[src/rtl/ctd_pkg.sv]
// Package: shared types and constants for the continuous traffic detector.
// Assumes: nothing outside itself.
package ctd_pkg;

    // Word type tag carried with each decoded word
    typedef enum logic {
        KIND_DATA = 1'b0,
        KIND_CTRL = 1'b1
    } word_kind_e;

    // Default number of data words that may follow a control word before the bus is occupied
    localparam int DEF_RUN_LIMIT = 32;

    // Default number of idle cycles that make a bus quiet
    localparam int DEF_QUIET_CYC = 16;

    // Width of a bus index for a given bus count, never below one bit
    function automatic int bus_sel_w(input int n);
        return (n > 1) ? $clog2(n) : 1;
    endfunction

endpackage

[src/rtl/ctd_quiet_timer.sv]
// Module: ctd_quiet_timer
// Counts consecutive cycles in which one bus line is idle and no word
// arrives. It emits quiet_evt on every cycle from the QUIET_CYC-th such
// cycle on, until a word or line activity resets the count.
// Assumes: line_idle and word_vld are synchronous to clk; QUIET_CYC >= 1.
module ctd_quiet_timer #(
    parameter int QUIET_CYC = ctd_pkg::DEF_QUIET_CYC
) (
    input  logic clk,
    input  logic rst_n,
    input  logic word_vld,
    input  logic line_idle,
    output logic quiet_evt
);

    localparam int IW = (QUIET_CYC > 1) ? $clog2(QUIET_CYC) : 1;
    localparam logic [IW-1:0] LAST = IW'(QUIET_CYC - 1);

    logic [IW-1:0] idle_cnt;
    logic          idle_now;

    // This cycle counts toward quiet only with an idle line and no word
    always_comb begin
        idle_now = line_idle && !word_vld;
    end

    // Quiet fires on the cycle that completes the idle window
    always_comb begin
        quiet_evt = idle_now && (idle_cnt == LAST);
    end

    // Idle-cycle counter, held at its last value once the window is complete
    always_ff @(posedge clk) begin
        if (!rst_n) begin
            idle_cnt <= '0;
        end else if (!idle_now) begin
            idle_cnt <= '0;
        end else if (idle_cnt != LAST) begin
            idle_cnt <= idle_cnt + 1'b1;
        end
    end

endmodule

[src/rtl/ctd_run_counter.sv]
// Module: ctd_run_counter
// Tracks one bus. A control word arms the counter and restarts it. Each
// later data word adds one, saturating at RUN_LIMIT+1. The data word that
// takes the count past RUN_LIMIT marks the bus active. A quiet event
// disarms the counter and clears the active state.
// Assumes: quiet_evt is never high in a cycle with word_vld high.
module ctd_run_counter #(
    parameter int RUN_LIMIT = ctd_pkg::DEF_RUN_LIMIT
) (
    input  logic clk,
    input  logic rst_n,
    input  logic word_vld,
    input  logic word_ctrl,
    input  logic quiet_evt,
    output logic active
);

    import ctd_pkg::*;

    localparam int CW = $clog2(RUN_LIMIT + 2);
    localparam logic [CW-1:0] LIM = CW'(RUN_LIMIT);
    localparam logic [CW-1:0] TOP = CW'(RUN_LIMIT + 1);

    word_kind_e    kind;
    logic          armed;
    logic [CW-1:0] run_cnt;
    logic          take_ctrl;
    logic          take_data;

    // Decode the type tag and qualify the word strobe
    always_comb begin
        kind      = word_kind_e'(word_ctrl);
        take_ctrl = word_vld && (kind == KIND_CTRL);
        take_data = word_vld && (kind == KIND_DATA) && armed;
    end

    // Arm on a control word, disarm on quiet
    always_ff @(posedge clk) begin
        if (!rst_n) begin
            armed <= 1'b0;
        end else if (quiet_evt) begin
            armed <= 1'b0;
        end else if (take_ctrl) begin
            armed <= 1'b1;
        end
    end

    // Saturating count of data words since the last control word
    always_ff @(posedge clk) begin
        if (!rst_n) begin
            run_cnt <= '0;
        end else if (quiet_evt || take_ctrl) begin
            run_cnt <= '0;
        end else if (take_data && (run_cnt != TOP)) begin
            run_cnt <= run_cnt + 1'b1;
        end
    end

    // Active once the run is longer than the limit; cleared only by quiet
    always_ff @(posedge clk) begin
        if (!rst_n) begin
            active <= 1'b0;
        end else if (quiet_evt) begin
            active <= 1'b0;
        end else if (take_data && (run_cnt >= LIM)) begin
            active <= 1'b1;
        end
    end

endmodule

[src/rtl/ctd_exec_check.sv]
// Module: ctd_exec_check
// On an execute request it reads the active state of the named bus and,
// one cycle later, pulses suppress and interrupt if that bus is occupied.
// It also loads the traffic flag with the verdict.
// Assumes: exec_bus is stable in the request cycle; out-of-range indices read as free.
module ctd_exec_check #(
    parameter int NUM_BUS = 2,
    parameter int BUS_W   = 1
) (
    input  logic               clk,
    input  logic               rst_n,
    input  logic               exec_req,
    input  logic [BUS_W-1:0]   exec_bus,
    input  logic [NUM_BUS-1:0] bus_active,
    output logic               tx_suppress,
    output logic               irq,
    output logic               traffic_flag
);

    logic target_busy;

    // Select the state of the target bus, guarding unused indices
    always_comb begin
        target_busy = 1'b0;
        for (int i = 0; i < NUM_BUS; i++) begin
            if (exec_bus == BUS_W'(i)) begin
                target_busy = bus_active[i];
            end
        end
    end

    // Suppress pulse for a request aimed at an occupied bus
    always_ff @(posedge clk) begin
        if (!rst_n) begin
            tx_suppress <= 1'b0;
        end else begin
            tx_suppress <= exec_req && target_busy;
        end
    end

    // Interrupt pulse raised together with the suppression
    always_ff @(posedge clk) begin
        if (!rst_n) begin
            irq <= 1'b0;
        end else begin
            irq <= exec_req && target_busy;
        end
    end

    // Flag follows the verdict of the latest request
    always_ff @(posedge clk) begin
        if (!rst_n) begin
            traffic_flag <= 1'b0;
        end else if (exec_req) begin
            traffic_flag <= target_busy;
        end
    end

endmodule

[src/rtl/ctd_traffic_monitor.sv]
// Module: ctd_traffic_monitor (top)
// Watches every redundant bus for continuous traffic and judges each
// execute request against the state of its target bus. There is one quiet
// timer and one run counter per bus, and one shared request checker.
// Assumes: the word strobes, tags and idle indications come from decoders
// synchronous to clk.
module ctd_traffic_monitor #(
    parameter int NUM_BUS   = 2,
    parameter int RUN_LIMIT = ctd_pkg::DEF_RUN_LIMIT,
    parameter int QUIET_CYC = ctd_pkg::DEF_QUIET_CYC,
    localparam int BUS_W    = ctd_pkg::bus_sel_w(NUM_BUS)
) (
    input  logic               clk,
    input  logic               rst_n,
    input  logic [NUM_BUS-1:0] word_vld,
    input  logic [NUM_BUS-1:0] word_ctrl,
    input  logic [NUM_BUS-1:0] line_idle,
    input  logic               exec_req,
    input  logic [BUS_W-1:0]   exec_bus,
    output logic [NUM_BUS-1:0] bus_active,
    output logic               tx_suppress,
    output logic               irq,
    output logic               traffic_flag
);

    logic [NUM_BUS-1:0] quiet_evt;

    // One independent detector per bus
    for (genvar b = 0; b < NUM_BUS; b++) begin : g_bus
        ctd_quiet_timer #(
            .QUIET_CYC (QUIET_CYC)
        ) u_quiet (
            .clk       (clk),
            .rst_n     (rst_n),
            .word_vld  (word_vld[b]),
            .line_idle (line_idle[b]),
            .quiet_evt (quiet_evt[b])
        );

        ctd_run_counter #(
            .RUN_LIMIT (RUN_LIMIT)
        ) u_run (
            .clk       (clk),
            .rst_n     (rst_n),
            .word_vld  (word_vld[b]),
            .word_ctrl (word_ctrl[b]),
            .quiet_evt (quiet_evt[b]),
            .active    (bus_active[b])
        );
    end

    ctd_exec_check #(
        .NUM_BUS (NUM_BUS),
        .BUS_W   (BUS_W)
    ) u_check (
        .clk          (clk),
        .rst_n        (rst_n),
        .exec_req     (exec_req),
        .exec_bus     (exec_bus),
        .bus_active   (bus_active),
        .tx_suppress  (tx_suppress),
        .irq          (irq),
        .traffic_flag (traffic_flag)
    );

endmodule

[config.mk]
export PLATFORM = sky130hd
export DESIGN_NAME = ctd_traffic_monitor
export DESIGN_NICKNAME = d
export VERILOG_FILES = /design/src/rtl/ctd_pkg.sv /design/src/rtl/ctd_quiet_timer.sv /design/src/rtl/ctd_run_counter.sv /design/src/rtl/ctd_exec_check.sv /design/src/rtl/ctd_traffic_monitor.sv
export SDC_FILE = /design/constraint.sdc
export NUM_CORES = 1
export LEC_CHECK = 0
export BUFFER_PORTS_ARGS = -buffer_cell sky130_fd_sc_hd__buf_2
export CAP_MARGIN = 30
export CORE_ASPECT_RATIO = 1.25
export CORE_MARGIN = 1.5
export CORE_UTILIZATION = 30
export DETAILED_ROUTE_END_ITERATION = 7
export PLACE_DENSITY_LB_ADDON = 0.25
export SLEW_MARGIN = 25
export SYNTH_ARGS = -nofsm -noshare
export SYNTH_HDL_FRONTEND = slang
export SYNTH_HIERARCHICAL = 1
export SYNTH_SLANG_ARGS = --single-unit
[constraint.sdc]
create_clock -name clk -period 1.28 [get_ports clk]
set_input_delay 0.192 -clock clk [delete_from_list [all_inputs] [get_ports clk]]
set_output_delay 0.192 -clock clk [all_outputs]
set_load 0.03 [all_outputs]
==> flow_summary.toml <==
[outcome]
outcome = "finished with violations"
failing_checks = "setup timing"

[critical_path]
critical_r2r_capture = "g_bus[1].u_run/run_cnt[4]"
cp_data_arrival_time_ns = 1.52
reg2reg_from = "g_bus[1].u_run/run_cnt[0]"
worstRegToRegCells = 4
setup.worst_path.start_class = "flop"
slowest_stage_delay_cp_ns = 0.41
critical_path.max_fanout = 5
timing.critical_path.required_ns = 1.50
setup.reg_to_reg.worst_slack_ns = -0.03
end_kind = "flop"
cell_by_cell_trace_of_the_critical_path = "ha_4 > nand4b_1 > or3_1 > a21oi_2"
cpMaxStageDelayCell = "dfxtp_4"
worst-setup-path-type = "flop to flop"

[clock_tree]
cts.hold.buffers_added = 0
clock_tree.root_cell = "clkbuf_8"
cts.clk_slew.worst_paths_ns = 0.10
cts_tree = "yes"
h_tree_depth = 1
cts_buffer_depth = 2
cts_made_buffers = 3
clk-insertion-delay-late_ns = 0.27
numClockSinks = 26

[power]
vdd_ir_drop_max_mv = 0.789
power_density_nw_per_um2 = 918
total_leakage_power_uw = 0.000663

[worst_hold_path]
timing.hold.worst_path_depth = 2
holdPathEnd = "u_check/irq"
hold_path.class = "primary input to flop"
hp-start = "exec_req"

[sta]
final.hold.worst_slack_ns = 0.166
timing_hold_violations_final = 0
grt_setup_unrepaired = "true"
setup_violations = 1
setup-tns-final_ns = -0.0255
slew_headroom_pct = 80.5
finalCriticalPeriod_ns = 1.31
maxSlewViolCount = 0
fin_ws_ns = -0.0255
finalClockSkew_ns = 0.00798
final_min_period_over_clock_period_pct = 102
timing.fmax_mhz = 766
timing_worst_slew_pin_value_ns = 0.291

[yosys]
yosysSeqAreaShare_pct = 40.5
synthXorXnorAreaFrac_pct = 1.36
postSynthNetCount = 160
synthMostInstantiatedCell = "dfxtp_1"
syn-instance-count = 142
synth_area_leaders = "dfxtp_1 41%, ha_1 7.8%, a21oi_1 4.7%"
synth_area_leader_cell = "dfxtp_1"
synth_warnings = 6
synth-adder-area-share_pct = 7.80
syn-cell-area_um2 = 1280
combinational_family_with_the_most_area_after_synthesis = "simple AND/OR/NAND/NOR gates"
synth-main-ff-cell = "dfxtp_1"
ys_ff_latch = 26
yosys.area.top_type_share_pct = 40.5
synth_compound_area_share_pct = 10.7
netlist-cell-type-count = 28
mapped_avg_cell_area_um2 = 9.04
yosys-mux-area-fraction_pct = 5.85
simple_gate_area_share_of_the_yosys_netlist_pct = 30.5
synth_enable_flop_cells = 0
asyncSetResetFlopFracSynth_pct = 0
post_synth_most_frequent_cells = "26 x dfxtp_1, 12 x a21oi_1, 12 x nand2_1, 12 x nand3_1, 10 x nor2_1"

[placement]
numPortBuffers = 14
place_congestion = 0.784
dp_worst_setup_slack_ns = -0.0713
detailedPlacementHpwl_um = 2050

[floorplanning]
floorplan.rows = 26
design.portCount = 15
initial_utilization_pct = 31.3
die_h_um = 76.1
floorplan_die_width_um = 61.5
coreArea_um2 = 4100
design.die.area_um2 = 4680

[routing]
route.detailed.vias_per_inst = 4.81
drtPass1Iterations = 4
via_count_of_the_routed_design = 1101
detail-route-antenna-nets = 0
drt-total-wl_um = 2850
post-route-drc-count = 0
drt-wirelength-per-cell_um = 12.4
drt-initial-drc-count = 43

[job]
max-cap-violations = 0

[grt]
grt.total_usage_pct = 12.7
grt_pass1_vias = 1105
pin_count_of_the_biggest_net_entering_global_routing = 16
grt_overflow_total = 0
grt_pass1_wl_um = 4730
antenna_found_initial = 0

[layout]
nNetsFinal = 192
ratio_of_cells_with_drive_above_1_in_the_final_layout_pct = 42.2
diodes = 0
area_grow_syn2layout_pct = 38.5
post-route-util_pct = 43.4
where the power goes:
part | leakage (uW) | internal (uW) | switching, uW
Clock | 0.0000357 | 419 | 272
Sequential | 0.000216 | 813 | 11.9
Combinational | 0.000411 | 53.0 | 62.9
Total | 0.000663 | 1280 | 347
state kept, by name (all words and copies together), names as in the netlist:
signal	cells
g_bus.u_quiet/idle_cnt	8
g_bus.u_run/active	2
g_bus.u_run/run_cnt	12
u_check/traffic_flag	1
g_bus.u_run/armed	2
u_check/irq	1
stage by stage:
step                      cell area [um^2]  total power (uW)  cells
after global routing                  1780              1690    229
after floorplan                       1300               902    142
after global placement                1520               944    222
final                                 1780              1630    229
after detailed placement              1520               950    222
after CTS                             1660              1650    227
routing by layer:
layer	wire [um]	track usage (%)	share of wire [%]	up-vias
met2	1550	21.8	54	13
met4	16	2.77	0.56	0
met3	70	3.23	2.5	2
li1	-	-	-	565
met1	1210	15.3	43	521
met5	0	0	0	-
placed cells by master, fill, tap and decap left out, types with 5 or more instances in the layout:
cell type / synthesis / final
mux2i_1: 6 / 6
dfxtp_1: 26 / 16
o21ai_0: 5 / 5
nor2_1: 10 / 10
a21oi_1: 12 / 8
buf_4: 1 / 14
dfxtp_2: 0 / 6
buf_2: 0 / 14
nand3_1: 12 / 7
nand2_1: 12 / 10
inv_1: 9 / 7
nand3_2: 2 / 7
worst max-delay path by stage:
stage / slack, ns / end / startpoint
after CTS: -0.009 / g_bus[0].u_run/run_cnt[2] / g_bus[0].u_run/run_cnt[1]
after detailed placement: -0.07 / g_bus[1].u_run/run_cnt[1] / g_bus[1].u_run/run_cnt[1]
after global routing: -0.07 / g_bus[1].u_run/run_cnt[4] / g_bus[1].u_run/run_cnt[0]
after global placement: 0.01 / g_bus[0].u_run/run_cnt[0] / g_bus[0].u_run/run_cnt[1]
after floorplan: 0.02 / g_bus[0].u_run/run_cnt[5] / g_bus[0].u_quiet/idle_cnt[0]
final: -0.03 / g_bus[1].u_run/run_cnt[4] / g_bus[1].u_run/run_cnt[0]
critical path: cells and delay by family (launching register included):
kind	cells	cell delay (ns)
compound gates	1	0.14
simple gates	2	0.57
flops	1	0.41
fa+ha+maj	1	0.13
timing repair:
item | 4_1_cts | 5_1_grt
buffers inserted | 1 | 2
resized for setup | 16 | 27
setup endpoints to repair | 10 | 12
pin swaps | 9 | 10
cell type report:
type | count | area, um^2
Multi-Input combinational cell | 106 | 880
Sequential cell | 26 | 543
Fill cell | 426 | 2320
Inverter | 9 | 38.8
Clock inverter | 1 | 30.0
Timing Repair Buffer | 28 | 175
Tap cell | 56 | 70.1
Clock buffer | 3 | 41.3
kinds of logic (layout without fill, tap and decap cells):
| group | Yosys count | in the layout |
|---|---|---|
| AO/OA/AOI/OAI | 24 | 24 |
| XOR/XNOR | 2 | 2 |
| adder cells (fa/ha/maj) | 8 | 8 |
| buffers and inverters | 10 | 41 |
| flip-flops | 26 | 26 |
| multiplexers | 7 | 7 |
| AND/OR/NAND/NOR | 65 | 65 |
Note: power is estimated with default switching activity, not from simulation.
